===== src/rtl/lxs_pkg.sv =====
// Shared types for the multi-link word transfer scheduler.
package lxs_pkg;
    // Sequencer states: waiting for a pending link, or holding a storage write.
    typedef enum logic {
        ST_IDLE  = 1'b0,
        ST_WRITE = 1'b1
    } xfer_state_e;
endpackage


===== src/rtl/lxs_rr_arbiter.sv =====
// Round-robin arbiter over NUM_LINKS pending flags.
// Scans upward from a start point, wrapping; the start point moves one past
// the winner when the caller advances. Assumes NUM_LINKS is a power of two.
module lxs_rr_arbiter #(
    parameter int NUM_LINKS = 8,
    localparam int LINK_W = $clog2(NUM_LINKS)
) (
    input  logic                 clk,
    input  logic                 rst_n,
    input  logic [NUM_LINKS-1:0] req,
    input  logic                 advance,
    output logic                 gnt_vld,
    output logic [LINK_W-1:0]    gnt_idx,
    output logic [NUM_LINKS-1:0] gnt_oh
);
    logic [LINK_W-1:0] start_q;

    // Pick the first requester at or after the start point.
    always_comb begin
        gnt_vld = 1'b0;
        gnt_idx = '0;
        for (int i = NUM_LINKS - 1; i >= 0; i--) begin
            if (req[LINK_W'(int'(start_q) + i)]) begin
                gnt_vld = 1'b1;
                gnt_idx = LINK_W'(int'(start_q) + i);
            end
        end
    end

    // Expand the winning index into a one-hot vector.
    always_comb begin
        gnt_oh = '0;
        if (gnt_vld) gnt_oh[gnt_idx] = 1'b1;
    end

    // Move the scan start one past the link just granted.
    always_ff @(posedge clk) begin
        if (!rst_n)       start_q <= '0;
        else if (advance) start_q <= gnt_idx + 1'b1;
    end

    AST_GRANT_ONEHOT: assert property (@(posedge clk) disable iff (!rst_n)
        $onehot0(gnt_oh));
    AST_GRANT_IS_REQ: assert property (@(posedge clk) disable iff (!rst_n)
        gnt_vld |-> ((gnt_oh & req) != '0));
    AST_START_AFTER_WIN: assert property (@(posedge clk) disable iff (!rst_n)
        advance |=> (start_q == LINK_W'($past(gnt_idx) + 1'b1)));
endmodule


===== src/rtl/lxs_widx_bank.sv =====
// Word-position bank: one WIDX_W-bit counter per link and copy pair.
// A read port gives the position for the pair about to be captured. An
// increment port advances one pair after its write is accepted, wrapping.
module lxs_widx_bank #(
    parameter int NUM_LINKS = 8,
    parameter int COPY_W    = 2,
    parameter int WIDX_W    = 5,
    localparam int LINK_W    = $clog2(NUM_LINKS),
    localparam int SLOT_W    = LINK_W + COPY_W,
    localparam int NUM_SLOTS = 1 << SLOT_W
) (
    input  logic              clk,
    input  logic              rst_n,
    input  logic [LINK_W-1:0] rd_link,
    input  logic [COPY_W-1:0] rd_copy,
    output logic [WIDX_W-1:0] rd_widx,
    input  logic              inc_en,
    input  logic [LINK_W-1:0] inc_link,
    input  logic [COPY_W-1:0] inc_copy
);
    logic [WIDX_W-1:0] cnt_q [NUM_SLOTS];
    logic [SLOT_W-1:0] rd_slot;
    logic [SLOT_W-1:0] inc_slot;

    assign rd_slot  = {rd_link, rd_copy};
    assign inc_slot = {inc_link, inc_copy};
    assign rd_widx  = cnt_q[rd_slot];

    // Clear every position on reset; advance the served pair on accept.
    always_ff @(posedge clk) begin
        if (!rst_n) begin
            for (int s = 0; s < NUM_SLOTS; s++) cnt_q[s] <= '0;
        end else if (inc_en) begin
            cnt_q[inc_slot] <= cnt_q[inc_slot] + 1'b1;
        end
    end

    AST_WIDX_STEP: assert property (@(posedge clk) disable iff (!rst_n)
        inc_en |=> (cnt_q[$past(inc_slot)] == WIDX_W'($past(cnt_q[inc_slot]) + 1'b1)));
endmodule


===== src/rtl/link_xfer_sched.sv =====
// Multi-link word transfer scheduler (top).
// Latches per-link request pulses into pending flags and grants one link
// round-robin. It captures that link's word, copy index and word position
// into a working register and offers one valid/ready write to storage. The
// link's word position advances on accept. Assumes requests are synchronous
// to clk and that a link holds its word and copy steady until captured.
module link_xfer_sched #(
    parameter int NUM_LINKS = 8,
    parameter int DATA_W    = 32,
    parameter int COPY_W    = 2,
    parameter int WIDX_W    = 5,
    localparam int LINK_W   = $clog2(NUM_LINKS),
    localparam int ADDR_W   = LINK_W + COPY_W + WIDX_W
) (
    input  logic                        clk,
    input  logic                        rst_n,
    input  logic [NUM_LINKS-1:0]        req_i,
    input  logic [NUM_LINKS*DATA_W-1:0] word_i,
    input  logic [NUM_LINKS*COPY_W-1:0] copy_i,
    output logic [NUM_LINKS-1:0]        pend_o,
    output logic                        mem_wvalid_o,
    input  logic                        mem_wready_i,
    output logic [ADDR_W-1:0]           mem_waddr_o,
    output logic [DATA_W-1:0]           mem_wdata_o,
    output logic [NUM_LINKS-1:0]        blk_done_o
);
    import lxs_pkg::*;

    xfer_state_e          state_q;
    logic [NUM_LINKS-1:0] pend_q;
    logic                 gnt_vld;
    logic [LINK_W-1:0]    gnt_idx;
    logic [NUM_LINKS-1:0] gnt_oh;
    logic                 capture;
    logic                 accept;
    logic [COPY_W-1:0]    sel_copy;
    logic [WIDX_W-1:0]    sel_widx;
    logic [LINK_W-1:0]    link_q;
    logic [COPY_W-1:0]    copy_q;
    logic [WIDX_W-1:0]    widx_q;
    logic [DATA_W-1:0]    data_q;

    assign capture  = (state_q == ST_IDLE) && gnt_vld;
    assign accept   = (state_q == ST_WRITE) && mem_wready_i;
    assign sel_copy = copy_i[COPY_W*int'(gnt_idx) +: COPY_W];

    lxs_rr_arbiter #(.NUM_LINKS(NUM_LINKS)) u_arb (
        .clk     (clk),
        .rst_n   (rst_n),
        .req     (pend_q),
        .advance (capture),
        .gnt_vld (gnt_vld),
        .gnt_idx (gnt_idx),
        .gnt_oh  (gnt_oh)
    );

    lxs_widx_bank #(
        .NUM_LINKS (NUM_LINKS),
        .COPY_W    (COPY_W),
        .WIDX_W    (WIDX_W)
    ) u_widx (
        .clk      (clk),
        .rst_n    (rst_n),
        .rd_link  (gnt_idx),
        .rd_copy  (sel_copy),
        .rd_widx  (sel_widx),
        .inc_en   (accept),
        .inc_link (link_q),
        .inc_copy (copy_q)
    );

    // Pending flags: cleared for the captured link, set by new requests.
    always_ff @(posedge clk) begin
        if (!rst_n) pend_q <= '0;
        else        pend_q <= (pend_q & ~(capture ? gnt_oh : '0)) | req_i;
    end

    // Sequencer: capture when idle, hold the write until storage accepts.
    always_ff @(posedge clk) begin
        if (!rst_n)       state_q <= ST_IDLE;
        else if (capture) state_q <= ST_WRITE;
        else if (accept)  state_q <= ST_IDLE;
    end

    // Working register: link, copy, word position and data of the capture.
    always_ff @(posedge clk) begin
        if (!rst_n) begin
            link_q <= '0;
            copy_q <= '0;
            widx_q <= '0;
            data_q <= '0;
        end else if (capture) begin
            link_q <= gnt_idx;
            copy_q <= sel_copy;
            widx_q <= sel_widx;
            data_q <= word_i[DATA_W*int'(gnt_idx) +: DATA_W];
        end
    end

    assign pend_o       = pend_q;
    assign mem_wvalid_o = (state_q == ST_WRITE);
    assign mem_waddr_o  = {link_q, copy_q, widx_q};
    assign mem_wdata_o  = data_q;

    // One done line per link, raised while the last word of a block is accepted.
    for (genvar g = 0; g < NUM_LINKS; g++) begin : g_done
        assign blk_done_o[g] = accept && (link_q == LINK_W'(g)) && (&widx_q);
    end

    AST_FLAG_CLEARED: assert property (@(posedge clk) disable iff (!rst_n)
        (capture && ((req_i & gnt_oh) == '0)) |=> ((pend_o & $past(gnt_oh)) == '0));
    AST_VALID_ON_CAPTURE: assert property (@(posedge clk) disable iff (!rst_n)
        capture |=> mem_wvalid_o);
    AST_STALL_HOLD: assert property (@(posedge clk) disable iff (!rst_n)
        (mem_wvalid_o && !mem_wready_i) |=> (mem_wvalid_o && $stable(mem_waddr_o) && $stable(mem_wdata_o)));
    AST_ONE_WRITE: assert property (@(posedge clk) disable iff (!rst_n)
        (mem_wvalid_o && mem_wready_i) |=> !mem_wvalid_o);
    AST_NO_CAPTURE_BUSY: assert property (@(posedge clk) disable iff (!rst_n)
        mem_wvalid_o |=> (($past(pend_o) & ~pend_o) == '0));
    AST_DONE_ONEHOT: assert property (@(posedge clk) disable iff (!rst_n)
        $onehot0(blk_done_o));
    AST_DONE_NEEDS_WRITE: assert property (@(posedge clk) disable iff (!rst_n)
        (blk_done_o != '0) |-> (mem_wvalid_o && mem_wready_i));
endmodule


===== config.mk =====
export PLATFORM = sky130hd
export DESIGN_NAME = link_xfer_sched
export DESIGN_NICKNAME = d
export VERILOG_FILES = /design/src/rtl/lxs_pkg.sv /design/src/rtl/lxs_rr_arbiter.sv /design/src/rtl/lxs_widx_bank.sv /design/src/rtl/link_xfer_sched.sv
export SDC_FILE = /design/constraint.sdc
export NUM_CORES = 1
export LEC_CHECK = 0
export ABC_AREA = 0
export ABC_CLOCK_PERIOD_IN_PS = 5500
export BUFFER_PORTS_ARGS = -buffer_cell sky130_fd_sc_hd__buf_4
export CORE_MARGIN = 1
export CORE_UTILIZATION = 55
export DETAILED_ROUTE_END_ITERATION = 10
export PLACE_DENSITY = 0.82
export SLEW_MARGIN = 5
export SYNTH_ARGS = -nofsm -noshare
export SYNTH_HDL_FRONTEND = slang
export SYNTH_SLANG_ARGS = --single-unit

===== constraint.sdc =====
create_clock -name clk -period 5.5 [get_ports clk]
set_input_delay 0.275 -clock clk [delete_from_list [all_inputs] [get_ports clk]]
set_output_delay 0.275 -clock clk [all_outputs]
set_load 0.01 [all_outputs]

==> flow_summary_export.csv, run 1 <==
group,metric,value,unit
sta,finalSetupTns,0,ns
power,power_frac_comb,72.1,%
clocking,clkSinkCount,219,
synth,synth_seq_cells,219,
synth,syn_nets,1694,
power,ir_drop,1580,uV
place,place_area,0.0171,sq mm
sta,worst_hold_slack,0.0184,ns
synth,synthCells,1407,
synth,yosysUniqueCellTypes,68,
global_route,grt_use_total,43.0,%
clocking,cts_root_buf,"clkbuf_16",
sta,finalHoldViolCount,0,
global_route,grt_max_degree,121,
clocking,cts-buffers-inserted,24,
clocking,htreeDepth,1,
clocking,postCtsSetupBuffers,0,
layout,drive_gt1_share,32.3,%
synth,async_reset_ff_share,0,%
sta,min_period_over_period,95.0,%
detailed_routing,vias,13600,
global_route,antenna_found_initial,2,
detailed_routing,wire_per_inst,27.9,microns
layout,finalInstanceArea,0.0180,sq mm
layout,final_cells,2054,
clocking,clock_latency,0.55,ns
power,p_sw,7.37,mW
synth,syn_area,0.0142,sq mm
synth,synth_edf_count,160,
detailed_routing,drt-pass1-iter-count,8,
sta,worst_pin_slew,1.23,ns
setup_path,worstPathRequired,5.93,ns
layout,layout_common_cells,"buf_4, nand2_1, nor2_1",
place,dp_hpwl,42800,microns
power,p_leak,7.65,nW
detailed_routing,via_per_inst,6.62,
clocking,path_clk_slew,0.07,ns
detailed_routing,wl,57200,microns
synth,yosys_warnings,0,
global_route,grt_pass1_vias,12700,
layout,synthToLayoutAreaGrowth,27.0,%
sta,setup_viol,0,
place,io_buffer_count,341,
layout,final_nets,1991,
floorplanning,die_area,0.0264,sq mm
power,swShare,51.5,%
power,power_density,796,mW/mm^2
setup_path,worstSetupPathType,"flip-flop to flip-flop",
synth,synth_seq_area_share,42.3,%
sta,slew_headroom,17.6,%
place,place_congestion,1.07,
global_route,overflow,0,
detailed_routing,drt_iter0_drc,1893,
power,power_frac_clock,11.8,%
floorplanning,initial_core_util,56.2,%
setup_path,crit_fanout,42,
setup_path,cp-end-kind,"flip-flop",
synth,avgSynthCellArea,10.1,sq um
outcome,status,"finished clean",
power,p_seq_share,16.1,%
sta,slew_viol_final,0,
detailed_routing,drc_errors,0,
floorplanning,rows,58,
power,power.internal,6.95,mW
detailed_routing,ant_nets,0,
setup_path,worstPathArrival,5.65,ns
sta,setup_ws,0.277,ns
setup_path,worst_setup_path_start_kind,"flip-flop",
sta,rsz0062_at_grt,"false",
floorplanning,fp.dieW,162,microns
floorplanning,core-area,0.0252,sq mm
floorplanning,ios,342,
floorplanning,die_height,162,microns
clocking,tritoncts,"yes",
global_route,grt_pass1_wl,82100,microns
clocking,clock_tree.buffer_depth,3,
min_path,min_path_type,"input pin to flip-flop",
flow_run,drv_cap,0,
sta,skew,0.0322,ns
sta,fin_crit,5.22,ns
synth,synth_ff_type,"edfxtp_1",
place,dp.cells,2001,
sta,max_freq,191,MHz
layout,mostFrequentLayoutCell,"buf_4",
place,place_ws,0.370,ns
[timing repair]
action / 4_1_cts / 5_1_grt
hold buffers: 7 / 0
setup endpoints to repair: 0 / 4
hold endpoints to repair: 7 / 0
resized for setup: 0 / 2
[worst max-delay path, cell delays in order (launching register included)]
cell	delay, ns
dfxtp_1	0.36
buf_4	0.26
ha_1	0.36
xor2_2	0.31
mux2i_1	0.24
o221ai_1	0.27
a21o_1	0.24
a211o_1	0.35
and3_4	0.24
clkinv_4	0.06
mux2_1	0.34
o22ai_2	0.29
or2_4	0.55
mux4_2	0.57
nand2b_1	0.15
and4_1	0.22
a2111o_1	0.28
[power groups by stage]
stage | registers (mW) | logic (mW) | clock network (mW)
5_1_grt | 2.32 | 10.8 | 1.74
3_3_place_gp | 2.31 | 9.81 | 0
4_1_cts | 2.29 | 9.98 | 1.68
2_1_floorplan | 2.21 | 7.11 | 0
3_5_place_dp | 2.32 | 9.90 | 0
6_report | 2.30 | 10.3 | 1.69
[cells by family after synthesis]
family                   Yosys count  synth area share, %
AO/OA/AOI/OAI                    209                 10.7
XOR/XNOR                           9                0.557
adder cells (fa/ha/maj)            4                0.353
buffers and inverters            126                 3.69
flip-flops                       219                 42.3
multiplexers                     266                 25.2
AND/OR/NAND/NOR                  574                 17.2
[state kept, by name, summed over array words and instances, names as in the netlist, named ones only]
name           flops
pend_o             8
mem_wvalid_o       1
mem_wdata_o       32
widx_q             5
copy_q             2
u_arb.start_q      3
link_q             3
u_widx.cnt_q     160
[synth_stat cells (4+ instances only)]
library cell / number / area, sq um
nand3_1: 79 / 395
a31oi_1: 10 / 62.6
nand2_1: 245 / 920
buf_2: 12 / 60.1
buf_1: 25 / 93.8
inv_1: 14 / 52.6
a221oi_1: 11 / 96.3
and4_1: 4 / 35.0
nand2b_1: 5 / 31.3
nor2b_1: 9 / 56.3
buf_6: 4 / 45.0
edfxtp_1: 160 / 4800
o21ai_0: 37 / 185
a22oi_1: 5 / 37.5
xor2_1: 5 / 43.8
o22a_1: 4 / 35.0
mux2i_1: 132 / 1320
nand4_1: 5 / 31.3
a211oi_1: 4 / 30.0
ha_1: 4 / 50.1
o21a_1: 13 / 97.6
nor3b_1: 4 / 30.0
mux2_1: 13 / 146
mux2_2: 55 / 619
mux4_2: 65 / 1460
o211ai_1: 7 / 52.6
a21oi_1: 44 / 220
clkbuf_1: 69 / 259
o211a_1: 35 / 350
o2111ai_1: 9 / 78.8
xnor2_1: 4 / 35.0
a211o_1: 4 / 35.0
nor3_1: 7 / 35.0
nor2_1: 191 / 717
dfxtp_1: 59 / 1180
[through the flow]
step,util (%),total power [mW]
2_1_floorplan,-,9.31
3_5_place_dp,67.8,12.2
3_3_place_gp,67.8,12.1
6_report,71.4,14.3
5_1_grt,71.4,14.9
4_1_cts,71.3,13.9
[path summary, 6_finish.rpt]
check / slack, ns / depth (start not counted) / to / start
setup reg to reg: 0.28 / 16 / widx_q[2] / u_arb.start_q[0]
hold reg to reg: 0.50 / 1 / mem_wdata_o[22] / mem_wdata_o[22]
hold / removal: 0.02 / 3 / pend_o[7] / req_i[7]
setup / recovery: 0.28 / 16 / widx_q[2] / u_arb.start_q[0]
[layout make-up]
| type | instances | area (sq um) |
|---|---|---|
| Antenna cell | 2 | 5.00 |
| Inverter | 16 | 65.1 |
| Tap cell | 330 | 413 |
| Multi-Input combinational cell | 1062 | 7750 |
| Sequential cell | 219 | 5990 |
| Clock inverter | 15 | 181 |
| Clock buffer | 29 | 639 |
| Timing Repair Buffer | 381 | 2940 |
| Fill cell | 1895 | 7200 |
[metal layers]
layer	vias up	track usage, %	part of all wire (%)
met5	-	0.379	0
met4	0	32.2	8.7
met3	217	8.71	11
met2	1106	66.6	45
met1	6464	53.3	35
li1	5803	-	-
(Power assumes the default switching activity.)
==> run 2, diff against run 1 <==
--- a/config.mk
+++ b/config.mk
@@ -9,9 +9,10 @@
 export ABC_CLOCK_PERIOD_IN_PS = 5500
 export BUFFER_PORTS_ARGS = -buffer_cell sky130_fd_sc_hd__buf_4
 export CORE_MARGIN = 1
-export CORE_UTILIZATION = 55
+export CORE_UTILIZATION = 56
+export CTS_BUF_LIST = sky130_fd_sc_hd__clkbuf_4 sky130_fd_sc_hd__clkbuf_8
 export DETAILED_ROUTE_END_ITERATION = 10
-export PLACE_DENSITY = 0.82
+export PLACE_DENSITY = 0.83
 export SLEW_MARGIN = 5
 export SYNTH_ARGS = -nofsm -noshare
 export SYNTH_HDL_FRONTEND = slang
==> run 2 against run 1 <==
Clock-buffer cell count increased by 29. Maximum frequency hardly changed. Sequential cell count unchanged. Via count about the same. Total power down 0.69%. Critical endpoint is now widx_q[3]. Largest power group unchanged.
==> flow_summary_export.csv, run 2 (same netlist as run 1, synthesis figures left out) <==
group,metric,value,unit
detailed_routing,drc_errors,0,
setup_path,endpoint,"widx_q[3]",
outcome,status,"finished clean",
clocking,tritoncts,"yes",
layout,synthToLayoutAreaGrowth,26.8,%
power,p_sw,7.32,mW
detailed_routing,via_per_inst,6.55,
layout,final_nets,2006,
setup_path,r2r_setup_slack,0.27,ns
detailed_routing,vias,13600,
detailed_routing,wire_per_inst,26.7,microns
clocking,cts-buffers-inserted,38,
detailed_routing,drt_iter0_drc,2328,
min_path,min_path_type,"input pin to flip-flop",
floorplanning,die_height,161,microns
setup_path,worstPathRequired,5.92,ns
sta,rsz0062_at_grt,"false",
flow_run,drv_cap,0,
detailed_routing,wl,55400,microns
detailed_routing,drt-pass1-iter-count,8,
clocking,cts_resized,0,
power,power_density,792,mW/mm^2
floorplanning,rows,57,
place,io_buffer_count,341,
sta,slew_viol_final,0,
detailed_routing,ant_nets,0,
setup_path,worst_setup_path_start_kind,"flip-flop",
clocking,htreeDepth,2,
setup_path,worst_r2r_path_depth,16,
clocking,path_clk_slew,0.07,ns
global_route,grt_pass1_vias,12900,
clocking,clock_latency,0.55,ns
floorplanning,core-area,0.0245,sq mm
floorplanning,fp.dieW,161,microns
setup_path,crit_start,"u_arb.start_q[0]",
global_route,overflow,0,
place,place_congestion,1.03,
floorplanning,initial_core_util,57.7,%
sta,worst_pin_slew,1.30,ns
setup_path,worstPathArrival,5.65,ns
layout,largest_reg_flops,160,
clocking,cts_root_buf,"clkbuf_8",
global_route,antenna_found_initial,4,
global_route,grt_pass1_wl,80500,microns
sta,finalHoldViolCount,0,
floorplanning,ios,342,
setup_path,r2r-start,"u_arb.start_q[0]",
layout,drive_gt1_share,33.2,%
sta,setup_viol,0,
layout,layout_common_cells,"buf_4, nand2_1, nor2_1",
clocking,clock_tree.buffer_depth,3,
sta,fin_crit,5.23,ns
power,p_leak,7.68,nW
layout,utilization,73.2,%
setup_path,reg2reg_to,"widx_q[3]",
global_route,grt_max_degree,86,
power,power_frac_comb,71.9,%
power,p_seq_share,16.4,%
global_route,grt_use_total,42.5,%
clocking,clkSinkCount,219,
layout,finalInstanceArea,0.0180,sq mm
layout,fillers,1756,
sta,max_freq,191,MHz
sta,min_period_over_period,95.0,%
power,ir_drop,1400,uV
setup_path,cp-end-kind,"flip-flop",
sta,finalSetupTns,0,ns
power,swShare,51.5,%
setup_path,worstSetupPathType,"flip-flop to flip-flop",
floorplanning,die_area,0.0259,sq mm
power,power_frac_clock,11.7,%
layout,largest_register,"u_widx.cnt_q",
layout,mostFrequentLayoutCell,"buf_4",
sta,slew_headroom,12.8,%
place,place_area,0.0170,sq mm
place,dp_hpwl,41700,microns
power,power.internal,6.90,mW
sta,skew,0.0191,ns
setup_path,crit_fanout,30,
==> run 2: cell count changes in the layout (fill, tap and decap cells not counted), moves of 2 or more <==
cell | before | now
buf_4 | 369 | 371
clkbuf_8 | 2 | 43
buf_12 | 5 | 3
clkinvlp_4 | 4 | 2
inv_6 | 2 | 0
clkinv_1 | 1 | 4
clkbuf_16 | 24 | 0
clkbuf_1 | 3 | 0
clkinv_2 | 3 | 1
clkbuf_4 | 0 | 15
==> run 2: repair_timing <==
| item | in CTS | in global routing |
|---|---|---|
| setup buffers | 0 | 0 |
| hold endpoints to repair | 8 | 0 |
| hold buffers | 8 | 0 |
| endpoints found under the setup margin | 0 | 0 |
==> run 2: worst min path at each step <==
stage,startpoint,endpoint,slack [ns],cells after the start
3_3_place_gp,mem_wdata_o[4],mem_wdata_o[4],0.48,1
6_report,word_i[148],mem_wdata_o[20],0.08,4
4_1_cts,word_i[147],mem_wdata_o[19],0.07,4
5_1_grt,word_i[145],mem_wdata_o[17],0.1,4
3_5_place_dp,mem_wdata_o[24],mem_wdata_o[24],0.49,1
2_1_floorplan,req_i[0],pend_o[0],0.40,1
==> run 2: area by class of cell <==
cell class	instances	area (sq um)	area share, %
Multi-Input combinational cell	1062	7720	43.0
Sequential cell	219	5990	33.3
Timing Repair Buffer	382	2930	16.3
Clock buffer	58	704	3.92
Tap cell	324	405	2.26
Clock inverter	11	136	0.760
Inverter	16	65.1	0.362
Antenna cell	3	7.51	0.0418
==> run 2: worst max-delay path, cell delays in order (launching register included) <==
cell and delay, ns:
dfxtp_1 0.34, inv_2 0.09, ha_1 0.57, mux4_2 0.62, mux2i_2 0.35, o21bai_1 0.11, a31o_1 0.23, nor3_2 0.30
nand2_2 0.17, inv_2 0.13, nand2_1 0.20, o22ai_2 0.29, or2_4 0.47, mux4_2 0.55, nand2b_1 0.16, and4_1 0.24
a2111o_1 0.28
==> run 2: per-layer routing <==
metal	part of all wire, %	up-vias	track usage, %
met3	16	140	15.4
met1	38	6516	58.4
li1	-	5831	-
met5	0.016	-	0
met2	43	1112	63.1
met4	3.1	2	13.0
==> run 2: power by group through the flow <==
stage	clock network, mW	logic (mW)	registers (mW)
global placement	0	9.75	2.34
floorplan	0	7.11	2.21
global route	1.73	10.8	2.35
detailed placement	0	9.88	2.35
CTS	1.65	9.94	2.32
finish	1.66	10.2	2.33
==> run 2: through the flow <==
stage,std cells,total power [mW],hold slack (ns),worst slack (ns)
6_report,2075,14.2,0.0803,0.273
5_1_grt,2073,14.9,0.0979,0.0328
4_1_cts,2072,13.9,0.0664,0.332
3_5_place_dp,1995,12.2,0.489,0.392
3_3_place_gp,1995,12.1,0.483,0.522
2_1_floorplan,1407,9.31,0.399,0.484
==> run 3, diff against run 2 <==
--- a/config.mk
+++ b/config.mk
@@ -13,6 +13,7 @@
 export CTS_BUF_LIST = sky130_fd_sc_hd__clkbuf_4 sky130_fd_sc_hd__clkbuf_8
 export DETAILED_ROUTE_END_ITERATION = 10
 export PLACE_DENSITY = 0.83
+export RECOVER_POWER = 50
 export SLEW_MARGIN = 5
 export SYNTH_ARGS = -nofsm -noshare
 export SYNTH_HDL_FRONTEND = slang
==> run 3 against run 2 <==
The run now ends with max-capacitance violations, max-slew violations left. Cell count barely moved. First-iteration DRC count is 5.0% higher. Register-to-register slack is essentially flat. Clock power about the same. Sequential cell count is the same. Maximum frequency is 0.13% higher. Total power fell by 0.64%. Critical path type unchanged. Critical endpoint unchanged. Largest power group unchanged.
==> flow_summary_export.csv, run 3 (same netlist as run 1, synthesis figures left out) <==
group,metric,value,unit
outcome,status,"complete, but fails checks",
outcome,violations,"max-capacitance violations, max-slew violations",
setup_path,worstPathArrival,5.65,ns
sta,setup_viol,0,
detailed_routing,vias,13600,
setup_path,worst_setup_path_start_kind,"flip-flop",
layout,synthToLayoutAreaGrowth,25.2,%
detailed_routing,drc_errors,0,
power,p_leak,7.45,nW
setup_path,cp-end-kind,"flip-flop",
detailed_routing,wl,55600,microns
clocking,tritoncts,"yes",
global_route,overflow,0,
detailed_routing,drt_iter0_drc,2445,
sta,fin_crit,5.22,ns
global_route,grt_max_degree,86,
setup_path,worstPathRequired,5.93,ns
sta,rsz0062_at_grt,"false",
layout,mostFrequentLayoutCell,"buf_4",
layout,drive_gt1_share,29.7,%
floorplanning,die_area,0.0259,sq mm
clocking,path_clk_slew,0.07,ns
floorplanning,rows,57,
clocking,cts-buffers-inserted,38,
clocking,clock_latency,0.55,ns
clocking,cts_root_buf,"clkbuf_8",
clocking,postCtsSetupBuffers,0,
clocking,postCtsHoldBufs,8,
detailed_routing,drt-pass1-iter-count,6,
power,ir_drop,1410,uV
sta,skew,0.0164,ns
layout,largest_register,"u_widx.cnt_q",
detailed_routing,ant_nets,0,
layout,final_nets,2006,
sta,slew_headroom,-47.3,%
sta,min_period_over_period,94.9,%
sta,finalSetupTns,0,ns
layout,largest_reg_flops,160,
layout,layout_common_cells,"buf_4, nand2_1, nor2_1",
min_path,min_path_type,"input pin to flip-flop",
global_route,grt_pass1_vias,12900,
floorplanning,fp.dieW,161,microns
floorplanning,initial_core_util,57.7,%
flow_run,drv_cap,1,
detailed_routing,wire_per_inst,26.8,microns
floorplanning,core-area,0.0245,sq mm
power,power_density,797,mW/mm^2
floorplanning,ios,342,
setup_path,crit_fanout,30,
setup_path,worstSetupPathType,"flip-flop to flip-flop",
clocking,clock_tree.buffer_depth,3,
global_route,grt_pass1_wl,80500,microns
global_route,top_usage_layer,"met2",
place,place_congestion,1.03,
global_route,antenna_found_initial,4,
place,dp_hpwl,41700,microns
global_route,grt_use_total,42.5,%
sta,slew_viol_final,9,
detailed_routing,via_per_inst,6.56,
global_route,gr-usage-met1,58.4,%
floorplanning,die_height,161,microns
clocking,cts_resized,0,
place,io_buffer_count,341,
sta,max_freq,192,MHz
layout,utilization,72.3,%
sta,worst_pin_slew,2.21,ns
clocking,htreeDepth,2,
global_route,met2_usage,63.1,%
clocking,clkSinkCount,219,
global_route,met3_usage,15.4,%
sta,finalHoldViolCount,0,
==> run 3: cell count changes in the layout (fill, tap and decap cells not counted), sizes merged <==
cell,delta
diode,-1
clkbuf,+59
buf,-59
==> run 3: final timing paths <==
kind / depth (start not counted) / start / slack (ns) / to
worst max register to register: 16 / u_arb.start_q[0] / 0.28 / widx_q[3]
worst min-delay path: 4 / word_i[148] / 0.08 / mem_wdata_o[20]
worst min register to register: 1 / mem_wdata_o[7] / 0.50 / mem_wdata_o[7]
worst max-delay path: 16 / u_arb.start_q[0] / 0.28 / widx_q[3]
==> run 3: routing by layer <==
layer  routed length, microns  vias to the layer above
met1                    20700                     6477
met5                       13                        -
met3                     9180                      140
met4                     1770                        2
li1                         -                     5830
met2                    23900                     1161
==> run 3: area by class of cell <==
| class | instances | area (sq um) |
|---|---|---|
| Multi-Input combinational cell | 1062 | 7720 |
| Fill cell | 1819 | 6810 |
| Sequential cell | 219 | 5990 |
| Timing Repair Buffer | 382 | 2700 |
| Clock buffer | 58 | 704 |
| Tap cell | 324 | 405 |
| Clock inverter | 11 | 136 |
| Inverter | 16 | 65.1 |
| Antenna cell | 2 | 5.00 |
==> run 3: power breakdown <==
part           internal [mW]  leakage (nW)  switching (mW)  total, mW
Sequential              2.00          2.14           0.329       2.33
Combinational           3.84          4.86            6.30       10.1
Clock                  0.963         0.437           0.695       1.66
==> run 3: worst max-delay path: stages (launching register included) <==
cell	delay (ns)
dfxtp_1	0.34
inv_2	0.09
ha_1	0.58
mux4_2	0.63
mux2i_2	0.35
o21bai_1	0.11
a31o_1	0.23
nor3_2	0.30
nand2_2	0.16
inv_2	0.13
nand2_1	0.19
o22ai_2	0.28
or2_4	0.47
mux4_2	0.55
nand2b_1	0.15
and4_1	0.24
a2111o_1	0.28
==> run 3: per-stage QoR <==
step / cells / instance area [sq um] / setup WS (ns) / total power, mW / hold WS, ns
global route: 2073 / 17700 / 0.0328 / 14.8 / 0.0979
finish: 2074 / 17700 / 0.280 / 14.1 / 0.0776
floorplan: 1407 / 14200 / 0.484 / 9.31 / 0.399
CTS: 2072 / 17900 / 0.332 / 13.9 / 0.0664
global placement: 1995 / 17000 / 0.522 / 12.1 / 0.483
detailed placement: 1995 / 17000 / 0.392 / 12.2 / 0.489
